==> src/rtl/dma_xfer_counter.sv <==
module dma_xfer_counter #(
  parameter int CMD_BURST = 32,
  parameter int SIZE_W    = 25
) (
  input  logic              clk,
  input  logic              rst_n,
  input  logic              reg_wr,
  input  logic [1:0]        reg_sel,
  input  logic [7:0]        reg_wdata,
  input  logic              cmd_valid,
  input  logic              cmd_dma,
  input  logic              cmd_phase,
  input  logic [SIZE_W-1:0] xfer_size,
  input  logic              byte_ack,
  output logic [23:0]       start_count,
  output logic [23:0]       cur_count,
  output logic [23:0]       burst_left,
  output logic              busy,
  output logic              dma_on,
  output logic              tc,
  output logic              irq,
  output logic              dir_out
);

  localparam logic [23:0] ZERO_LEN = 24'h010000;

  logic [7:0]        st_lo, st_mid, st_hi;
  logic [23:0]       eff_len, burst, cur_m1;
  logic [SIZE_W:0]   sz_ext, mag;
  logic [31:0]       lim32;
  logic              size_neg, cnt_wr, last_ack, start_dma, zero_burst;

  assign start_count = {st_hi, st_mid, st_lo};
  assign eff_len     = (start_count == 24'd0) ? ZERO_LEN : start_count;
  assign size_neg    = xfer_size[SIZE_W-1];
  assign sz_ext      = {size_neg, xfer_size};
  assign mag         = size_neg ? (~sz_ext + 1'b1) : sz_ext;
  assign lim32       = cmd_phase ? 32'(CMD_BURST) : 32'(mag);
  assign burst       = (32'(eff_len) < lim32) ? eff_len : lim32[23:0];
  assign cnt_wr      = reg_wr && (reg_sel != 2'd3);
  assign start_dma   = cmd_valid && cmd_dma;
  assign zero_burst  = (burst == 24'd0);
  assign last_ack    = !cmd_valid && busy && byte_ack && (burst_left == 24'd1);
  assign cur_m1      = cur_count - 24'd1;

  always_ff @(posedge clk or negedge rst_n) begin
    if (!rst_n) begin
      st_lo <= '0;
      st_mid <= '0;
      st_hi <= '0;
    end else if (reg_wr) begin
      case (reg_sel)
        2'd0: st_lo <= reg_wdata;
        2'd1: st_mid <= reg_wdata;
        2'd2: st_hi <= reg_wdata;
        default: ;
      endcase
    end
  end

  always_ff @(posedge clk or negedge rst_n) begin
    if (!rst_n) begin
      cur_count  <= '0;
      burst_left <= '0;
      busy       <= 1'b0;
      dma_on     <= 1'b0;
      tc         <= 1'b0;
      irq        <= 1'b0;
      dir_out    <= 1'b0;
    end else begin
      if (cnt_wr) tc <= 1'b0;
      if (cmd_valid) begin
        irq    <= 1'b0;
        dma_on <= cmd_dma;
        if (cmd_dma) begin
          dir_out <= size_neg;
          if (zero_burst) begin
            cur_count  <= {eff_len[23:16], 16'h0000};
            burst_left <= '0;
            busy       <= 1'b0;
            tc         <= 1'b1;
            irq        <= 1'b1;
          end else begin
            cur_count  <= eff_len;
            burst_left <= burst;
            busy       <= 1'b1;
            tc         <= 1'b0;
          end
        end else begin
          busy <= 1'b0;
        end
      end else if (busy && byte_ack) begin
        burst_left <= burst_left - 24'd1;
        if (burst_left == 24'd1) begin
          cur_count <= {cur_m1[23:16], 16'h0000};
          busy      <= 1'b0;
          tc        <= 1'b1;
          irq       <= 1'b1;
        end else begin
          cur_count <= cur_m1;
        end
      end
    end
  end

  // a count write clears terminal count unless a completion lands together
  p_wr_clears_tc_r3: assert property (@(posedge clk) disable iff (!rst_n)
    cnt_wr && !last_ack && !(start_dma && zero_burst) |=> !tc);

  // one byte per accepted strobe
  p_dec_by_one_r7: assert property (@(posedge clk) disable iff (!rst_n)
    busy && byte_ack && !cmd_valid |=> burst_left == $past(burst_left) - 24'd1);

  // idle counters hold
  p_idle_hold_r7: assert property (@(posedge clk) disable iff (!rst_n)
    !busy && !cmd_valid |=> $stable(burst_left) && $stable(cur_count));

  // completion flags and cleared low bytes
  p_done_flags_r8: assert property (@(posedge clk) disable iff (!rst_n)
    last_ack |=> tc && irq && !busy && cur_count[15:0] == 16'h0000);

  // a running burst is never empty
  p_busy_nonzero_r6: assert property (@(posedge clk) disable iff (!rst_n)
    busy |-> burst_left != 24'd0);

  // a non-DMA command ends DMA mode and the burst
  p_nondma_stop_r10: assert property (@(posedge clk) disable iff (!rst_n)
    cmd_valid && !cmd_dma |=> !dma_on && !busy && !irq);

endmodule

==> config.mk <==
export PLATFORM = sky130hd
export DESIGN_NAME = dma_xfer_counter
export DESIGN_NICKNAME = d
export VERILOG_FILES = /design/src/rtl/dma_xfer_counter.sv
export SDC_FILE = /design/constraint.sdc
export NUM_CORES = 1
export LEC_CHECK = 0
export ABC_AREA = 1
export BUFFER_PORTS_ARGS = -buffer_cell sky130_fd_sc_hd__buf_4
export CAP_MARGIN = 10
export CORE_ASPECT_RATIO = 0.9
export CORE_MARGIN = 3
export CORE_UTILIZATION = 44
export CTS_CLUSTER_DIAMETER = 40
export DETAILED_ROUTE_END_ITERATION = 16
export PLACE_DENSITY_LB_ADDON = 0.1
export SLEW_MARGIN = 10
export SYNTH_ARGS = -nofsm -noshare
export SYNTH_HDL_FRONTEND = slang
export SYNTH_SLANG_ARGS = --single-unit
==> constraint.sdc <==
create_clock -name clk -period 7.2 [get_ports clk]
set_clock_uncertainty 0.15 [all_clocks]
set_input_delay 1.44 -clock clk [delete_from_list [all_inputs] [get_ports clk]]
set_output_delay 1.44 -clock clk [all_outputs]
set_load 0.01 [all_outputs]
### Word level (Yosys, flattened, before mapping)

Cells that the tools add are included.

* output and inout port bits: 77
* input port bits: 42
* register bits after elaboration: 77
* logic and storage cells: 61

* add/sub/neg operators: 3
* bitwise logic cells: 1
* $lt $le $gt $ge: 1
* muxes and demuxes: 28
* eq/ne operators: 5
* reductions and logical operators: 13

Operator list (count)
* $mux W24: 9
* $mux W26: 2
* $logic_not A24 Y1: 2
* $sub A24 B1 Y24 const B: 2
* $mux W16: 2
* $add A26 B1 Y26 const B: 1
* $lt A24 B26 Y1: 1
* $not A26 Y26: 1
* $eq A24 B1 Y1 const B: 1
* $mux W1: 15
* $reduce_and A2 Y1: 6
* $reduce_bool A2 Y1: 2
* $eq A2 B1 Y1 const B: 1
* $eq A2 B2 Y1 const B: 1
* $logic_and A1 B1 Y1: 2
* $logic_not A2 Y1: 1
* $ne A2 B1 Y1 const B: 1
* $ne A2 B2 Y1 const B: 1

### Depth between registers and ports, before layout

Gate-level depths: netlist of the first run.

* word-level depth: 10
* gate-level depth with buffers: 30
* mapped depth without buffers: 29

### Worst setup path after synthesis of the first run

Ideal clock, no wire load.

* path kind: input to register
* start: input port xfer_size[1]
* end: register busy
* library setup time: 0.127 ns
* path slack: 2.500 ns
* path buffers: 2
* cell stages on the path: 30
* arrival time: 4.423 ns
* data required time: 6.923 ns
* path through: inv_1 > ha_1 > nand2_1 > nor2_4 > nand3_1 > or2_2 > nand3_1 > nand2_1 > nor2_1 > inv_1 > ha_1 > nand2_1 > nor2_1 > nand2_1 > nand2_1 > nand2_1 > nand3_1 > nand2_4 > nand2_4 > buf_6 > nand2_1 > nand2_1 > nand2_1 > nor2_1 > nand2_1 > nor2_1 > nand2_2 > buf_6 > nand2_2 > o21ai_2

* cells in the longest elaborated chain, start to end: 10

Ends and longest elaborated chain
* start, declared: line 13 `input logic [SIZE_W-1:0] xfer_size,`
* $not A26 Y26: line 37 `assign mag = size_neg ? (~sz_ext + 1'b1) : sz_ext;`
* $add A26 B1 Y26: line 37
* $mux W26 *: line 37
* $mux W26 *: line 38 `assign lim32 = cmd_phase ? 32'(CMD_BURST) : 32'(mag);`
* $lt A24 B26 Y1: line 39 `assign burst = (32'(eff_len) < lim32) ? eff_len : lim32[23:0];`
* $mux W24 *: line 39
* $logic_not A24 Y1 *: line 42 `assign zero_burst = (burst == 24'd0);`
* $mux W1 *: line 77 `if (zero_burst) begin`
* $mux W1 *: line 75 `if (cmd_dma) begin`
* $mux W1 *: line 72 `if (cmd_valid) begin`
* end signal, assigned: line 80 `busy <= 1'b0;`
* end signal, assigned: line 86 `busy <= 1'b1;`
* end signal, assigned: line 90 `busy <= 1'b0;`
* end, declared: line 18 `output logic busy,`

Every way passes the cells marked *; elsewhere a longest branch is shown, timed or not.
A chain may end at the register's enable or synchronous reset.

### Final worst setup path of the first run

* start: input port xfer_size[1]
* end: register tc

* cells in the longest elaborated chain, start to end: 10

Ends and longest elaborated chain
* $not A26 Y26: line 37
* $add A26 B1 Y26: line 37
* $mux W26 *: line 37
* $mux W26 *: line 38
* $lt A24 B26 Y1: line 39
* $mux W24 *: line 39
* $logic_not A24 Y1 *: line 42
* $mux W1 *: line 77
* $mux W1 *: line 75
* $mux W1 *: line 72
* end signal, assigned: line 71 `if (cnt_wr) tc <= 1'b0;`
* end signal, assigned: line 81 `tc <= 1'b1;`
* end signal, assigned: line 87 `tc <= 1'b0;`
* end, declared: line 20 `output logic tc,`

Marked as above.

==> metrics.md, run 1 <==
| Metric | Value |
|---|---|
| Outcome | `completed` |
| Maximum fanout along the worst path | `27` |
| Most frequent cells after synthesis | `nand2_1 (231), nor2_1 (143), inv_1 (111)` |
| R2R cell count | `21` |
| Hold Fails Final Rpt | `0` |
| Hold Crit Class | `flop to flop` |
| PD cells | `264 mW/mm2` |
| Max-cap violation count | `0` |
| Endpoints failing setup | `0` |
| Clock slew at reported path FFs | `60 ps` |
| Comb pwr share | `39.7%` |
| P_int | `1.24 mW` |
| Core area | `0.0143 mm2` |
| Finished Layout Cells | `roughly 1,300` |
| # IOs | `119` |
| Die H | `122 um` |
| Row count | `41` |
| Min Tclk post-route | `5390 ps` |
| Achievable Freq | `185 MHz` |
| Critical path arrival | `roughly 5500 ps` |
| Hold Path Depth | `2` |
| Slew Viols, Final | `0` |
| CTS Buffer Depth | `2` |
| Net Sw Power | `0.825 mW` |
| Largest net degree at the start of global routing | `70` |
| Tightest Pin Transition | `900 ps` |
| Initial antenna violation count | `0` |
| First-pass GRT wire length | `34,400 um` |
| Area grow syn2layout | `19.4%` |
| Vias in the first global route | `6,191` |
| Mapped Nets | `about 1,100` |
| Worst VDD drop | `0.150 mV` |
| Latest clock arrival within the worst-skew pair | `350 ps` |
| Starting Density | `a little under half` |
| YS warnings | `0` |
| Total Routing Usage GR | `26.9%` |
| Final nets | `1,168` |
| Die Area | `0.0164 mm2` |
| Average wire per standard cell | `17.0 um` |
| Post-cts gate resize count | `0` |
| Routability cong. | `roughly 1` |
| Setup WS pre-CTS | `between 1500 and 2000 ps` |
| Synth top area cells | `dfrtp_1 (29%), nand2_1 (13%), nor2_1 (8.2%)` |
| Crit path required time | `7340 ps` |
| Post-synthesis sequential area ratio | `between 20% and 30%` |
| Total wire length | `22,000 um` |
| CTS sink count | `77` |
| Setup TNS | `0 ps` |
| DR DRC count | `0` |
| Synth top area share | `29.4%` |
| Setup bufs post-CTS | `0` |
| IO Port Bufs | `around 120` |
| CTS HTree Levels | `3` |
| Reg power frac | `roughly 33%` |
| Mean Syn Cell Area | `between 6 and 7 um2` |
| Root buffer cell | `clkbuf_16` |
| Final WS setup | `1810 ps` |
| ANT cells | `0` |
| Fraction of registers with async set/reset | `100%` |
| Crit path kind | `input pin to flop` |
| Total gr overflow | `0` |
| Synth Flop Type | `dfrtp_1` |
| Cell taking the most area after synthesis | `dfrtp_1` |
| Library cells used by synthesis | `42` |
| Startpoint Class | `input pin` |
| Slew headroom | `40.0%` |
| Clk pwr share | `between 20 and 30%` |
| CTS tree | `done` |
| Post-synth EDFFs | `0` |
| Placed Cells | `1,281` |
| Chip Width | `135 um` |
| Via count | `7,082` |
| Final HPWL from detailed placement | `16,700 um` |
| TritonRoute pass-1 iters | `5` |
| Tcrit/Tclk final | `74.9%` |
| Critical Path End Type | `flop` |
| Via density | `between 5 and 6` |
| CTS buffer count | `9` |
| Layout cells sized above 1 | `15.6%` |
| Total Power | `2.07 mW` |
| Post-synthesis register bit count | `77` |
| Hold-fix buffers, CTS | `0` |
| Routed Antenna Nets | `0` |
| RSZ-0062 raised after global routing | `false` |
| Starting DRT DRC Count | `633` |
| Post-Syn Area | `0.00656 mm2` |
| Leakage | `between 3 and 4 nW` |
| Cells after synthesis | `a little over 1,000` |
| Count leader, synth | `nand2_1` |
| Sw Ratio | `about 40%` |
| Finished Core Util | `54.7%` |
## state kept, by name (all words and copies together) (netlist names)
name,flops
busy,1
cur_count,24
st_hi,8
dma_on,1
st_lo,8
burst_left,24
dir_out,1
st_mid,8
tc,1
irq,1
## power groups by stage
| stage | clock network (mW) | registers (mW) | logic (mW) |
|---|---|---|---|
| 4_1_cts | 0.571 | 0.686 | 0.813 |
| 6_report | 0.559 | 0.688 | 0.820 |
| 2_1_floorplan | 0 | 0.679 | 0.492 |
| 3_5_place_dp | 0 | 0.692 | 0.807 |
| 3_3_place_gp | 0 | 0.691 | 0.802 |
| 5_1_grt | 0.585 | 0.703 | 0.920 |
## layout by cell type, fill, tap and decap left out, drive strengths merged, types with 5 or more instances in the layout
master	instances
a21oi	74
a22oi	5
a31oi	15
buf	122
clkbuf	11
dfrtp	77
ha	27
inv	111
nand2	246
nand3	85
nand3b	9
nand4	18
nor2	146
nor3	26
nor4	7
o21ai	74
xnor2	9
xor2	14
## critical path, stage by stage
cell and delay, ps:
buf_4 110, inv_1 60, ha_1 220, nand2_1 140, nor2_4 200, nand3_1 100, or2_2 310, nand3_1 70
nand2_1 50, nor2_1 140, inv_1 80, ha_1 280, nand2_1 60, nor2_1 150, and3b_1 230, nand3_4 270
nand2_4 350, nand2_1 160, nand2_1 130, nand2_1 60, nor2_1 100, nand2_1 60, nor2_1 110, nand2_2 290
nand2_1 180, nand3_1 90, nand2_1 60
## per-layer routing
metal	global-route usage (%)	wire, um
met2	39.4	9490
met1	40.3	10400
met4	7.12	401
met5	0	0
met3	5.53	1740
## kinds of logic after synthesis
kind of cell               after synthesis  synth area share, %
adders and majority gates               27                 5.15
DFF                                     77                 29.4
buffers and inverters                  169                 10.3
xor gates and xnor gates                23                 3.07
AOI/OAI and AO/OA                      184                 15.8
and+or+nand+nor                        543                 36.4
## worst paths after layout
kind / startpoint / to / slack (ps)
min in group asynchronous: rst_n / burst_left[9]$_DFFE_PN0P_ / 760
hold reg to reg: dma_on$_DFFE_PN0P_ / dma_on$_DFFE_PN0P_ / 330
setup / recovery: xfer_size[1] / tc$_DFF_PN0_ / 1810
hold / removal: dma_on$_DFFE_PN0P_ / dma_on$_DFFE_PN0P_ / 330
max in group asynchronous: rst_n / st_mid[6]$_DFFE_PN0P_ / 5030
setup reg to reg: st_mid[7]$_DFFE_PN0P_ / tc$_DFF_PN0_ / 3300
## through the flow
step                      area [um2]  hold WS, ps
final                           7830          327
after global routing            7830          366
after CTS                       7830          332
after detailed placement        7460          317
after global placement          7460          313
after floorplan                 6560          359
## final cells by class
type | count | area [um2]
well taps | 193 | 241
repair buffers | 122 | 916
clock buffers | 11 | 243
inverters | 112 | 420
fillers | 1450 | 6490
flip-flops and latches | 77 | 1930
multi-input cells | 777 | 3960
clock inverters | 4 | 120
Note: power is estimated with default switching activity, not from simulation.
==> run 2, diff against run 1 <==
==> constraint.sdc (replaced) <==
create_clock -name clk -period 4.8 [get_ports clk]
set_clock_uncertainty 0.15 [all_clocks]
set_input_delay 0.96 -clock clk [delete_from_list [all_inputs] [get_ports clk]]
set_output_delay 0.96 -clock clk [all_outputs]
set_load 0.01 [all_outputs]
==> metrics.md, run 2 (synthesized netlist as in run 1, its figures left out) <==
| Metric | Value |
|---|---|
| Placed cell areas | `0.00771 mm2 (+3.4%)` |
| IO Port Bufs | `118 (unchanged)` |
| Finished Layout Cells | `1,327 (+2.4%)` |
| Max-cap violation count | `0 (unchanged)` |
| Sw Ratio | `41.9% (+2.0 points)` |
| R2r startpoint | `st_mid[4]$_DFFE_PN0P_` |
| CTS tree | `done` |
| Endpoints failing setup | `0 (unchanged)` |
| CTS HTree Levels | `3 (unchanged)` |
| Min Tclk post-route | `roughly 4300 ps` |
| Reg power frac | `34.3% (+1.0 points)` |
| Critical path arrival | `4370 ps (-1160 ps)` |
| Total Routing Usage GR | `27.3% (+0.39 points)` |
| Register-to-Register Setup Slack | `1260 ps (-2040 ps)` |
| Die Area | `0.0164 mm2 (unchanged)` |
| Total gr overflow | `0 (unchanged)` |
| Hold Crit Class | `flop to flop` |
| Placed Cells | `1,311 (+2.3%)` |
| Crit path kind | `input pin to flop` |
| Largest regs | `burst_left (24), cur_count (24)` |
| Worst VDD drop | `0.251 mV (+68%)` |
| First-pass GRT wire length | `35,200 um (+2.2%)` |
| Latest clock arrival within the worst-skew pair | `340 ps (about the same)` |
| Maximum fanout along the worst path | `16 (-41%)` |
| RSZ-0062 raised after global routing | `false` |
| Routability cong. | `0.929 (-6.9%)` |
| P_int | `1.75 mW (+41%)` |
| Reg2Reg Capture Point | `busy$_DFFE_PN0P_` |
| Leakage | `4.03 nW (+3.0%)` |
| Hold Fails Final Rpt | `0 (unchanged)` |
| Row count | `41 (unchanged)` |
| Core area | `0.0143 mm2 (unchanged)` |
| Initial antenna violation count | `0 (unchanged)` |
| Critical Path Sink | `busy$_DFFE_PN0P_` |
| Chip Width | `135 um (unchanged)` |
| ANT cells | `0 (unchanged)` |
| Final Cell Area | `0.00802 mm2 (+2.4%)` |
| Achievable Freq | `232 MHz` |
| Slew headroom | `55.9% (+16 points)` |
| Via density | `5.41 (-1.0%)` |
| Starting DRT DRC Count | `615 (-2.8%)` |
| Comb pwr share | `43.1% (+3.4 points)` |
| Fillers | `1,463 (+0.90%)` |
| R2R cell count | `23 (+9.5%)` |
| Clock slew at reported path FFs | `60 ps (about the same)` |
| CTS Buffer Depth | `2 (unchanged)` |
| Clk pwr share | `22.6% (-4.4 points)` |
| Die H | `122 um (unchanged)` |
| TritonRoute pass-1 iters | `6 (+1)` |
| Outcome | `completed` |
| Setup bufs post-CTS | `0 (unchanged)` |
| # IOs | `119 (unchanged)` |
| Total wire length | `22,100 um (+0.44%)` |
| Vias in the first global route | `6,425 (+3.8%)` |
| Slew Viols, Final | `0 (unchanged)` |
| Layout cells sized above 1 | `18.0% (+2.4 points)` |
| Net Sw Power | `1.26 mW (+52%)` |
| Critical Path End Type | `flop` |
| Final HPWL from detailed placement | `17,300 um (+3.6%)` |
| Tcrit/Tclk final | `89.6%` |
| Most frequent cells in the layout | `nand2_1 (231), buf_4 (150), nor2_1 (141)` |
| Area grow syn2layout | `22.3%` |
| Footprint of the multi-input gates | `0.00397 mm2 (+0.28%)` |
| Starting Density | `45.8% (unchanged)` |
| Critical path launch point | `xfer_size[13]` |
| DR DRC count | `0 (unchanged)` |
| Startpoint Class | `input pin` |
| Largest net degree at the start of global routing | `43 (-39%)` |
| Setup TNS | `0 ps (unchanged)` |
| Final nets | `1,198 (+2.6%)` |
| Average wire per standard cell | `16.7 um (-1.9%)` |
| Root buffer cell | `clkbuf_16` |
| CTS buffer count | `9 (unchanged)` |
| Finished Core Util | `56.0% (+1.3 points)` |
| Most common cell after layout, fill and taps aside | `nand2_1` |
| Routed Antenna Nets | `0 (unchanged)` |
| Tightest Pin Transition | `656 ps (-244 ps)` |
| CTS sink count | `77 (unchanged)` |
| Via count | `7,176 (+1.3%)` |
| Reg area | `0.00193 mm2 (unchanged)` |
| Crit path required time | `4870 ps (-2470 ps)` |
| PD cells | `375 mW/mm2 (+42%)` |
[run 2: cell count changes in the layout (fill, tap and decap cells not counted), moves of 2 or more]
cell / previous run / this run
buf_12: 0 / 2
clkinvlp_4: 0 / 2
bufinv_16: 4 / 1
clkinv_2: 0 / 2
buf_4: 122 / 150
[run 2: area by class of cell]
class | count | share of cell area (%)
clock inverters | 6 | 0.796
clock buffers | 10 | 2.86
multi-input cells | 777 | 49.5
inverters | 112 | 5.24
well taps | 193 | 3.01
repair buffers | 152 | 14.5
flip-flops and latches | 77 | 24.0
[run 2: per-stage QoR]
stage / power (mW) / setup WS [ps] / hold WS [ps]
floorplan: 1.76 / 580 / 359
global placement: 2.30 / 96.5 / 312
detailed placement: 2.31 / 48.0 / 314
CTS: 3.00 / 399 / 330
global route: 3.23 / 73.9 / 367
finish: 3.00 / 498 / 322
[run 2: worst min path at each step]
stage | end | start | slack [ps] | cells after the start
final | dma_on$_DFFE_PN0P_ | dma_on$_DFFE_PN0P_ | 320 | 2
after floorplan | dma_on$_DFFE_PN0P_ | dma_on$_DFFE_PN0P_ | 360 | 2
after global placement | dma_on$_DFFE_PN0P_ | dma_on$_DFFE_PN0P_ | 310 | 2
after global routing | dma_on$_DFFE_PN0P_ | dma_on$_DFFE_PN0P_ | 370 | 2
after detailed placement | dma_on$_DFFE_PN0P_ | dma_on$_DFFE_PN0P_ | 310 | 2
after CTS | dma_on$_DFFE_PN0P_ | dma_on$_DFFE_PN0P_ | 330 | 2
[run 2: power by group through the flow]
stage          registers [mW]  logic, mW  clock network, mW
6_report                 1.03       1.30              0.679
3_5_place_dp             1.03       1.28                  0
3_3_place_gp             1.03       1.27                  0
5_1_grt                  1.05       1.46              0.720
2_1_floorplan            1.02      0.738                  0
4_1_cts                  1.02       1.28              0.691
[run 2: metal layers]
metal / global-route usage [%] / vias to the layer above / part of all wire (%)
met4: 5.85 / 0 / 1.4
met1: 41.8 / 3317 / 49
met2: 40.1 / 259 / 43
li1: - / 3571 / -
met3: 4.83 / 29 / 6.8
met5: 0 / - / 0
[run 2: worst max-delay path: stages]
cell,delay [ps]
buf_4,120
or2_2,320
nor3_1,220
nand3_1,120
nand2_1,140
nand2_1,70
nand2_1,70
nand3_1,170
ha_1,390
nand2_1,60
nor3_1,230
and3b_1,240
nand3_4,140
buf_4,220
nand3_1,80
nand2_1,110
nor2_1,120
nand3_1,70
nor2_1,150
nand2_2,100
buf_12,170
nand2_2,60
o21ai_2,50
[run 2: timing repair]
item / 4_1_cts / 5_1_grt
gates resized for setup: 0 / 3
setup endpoints to repair: 0 / 18
hold buffers: 0 / 0
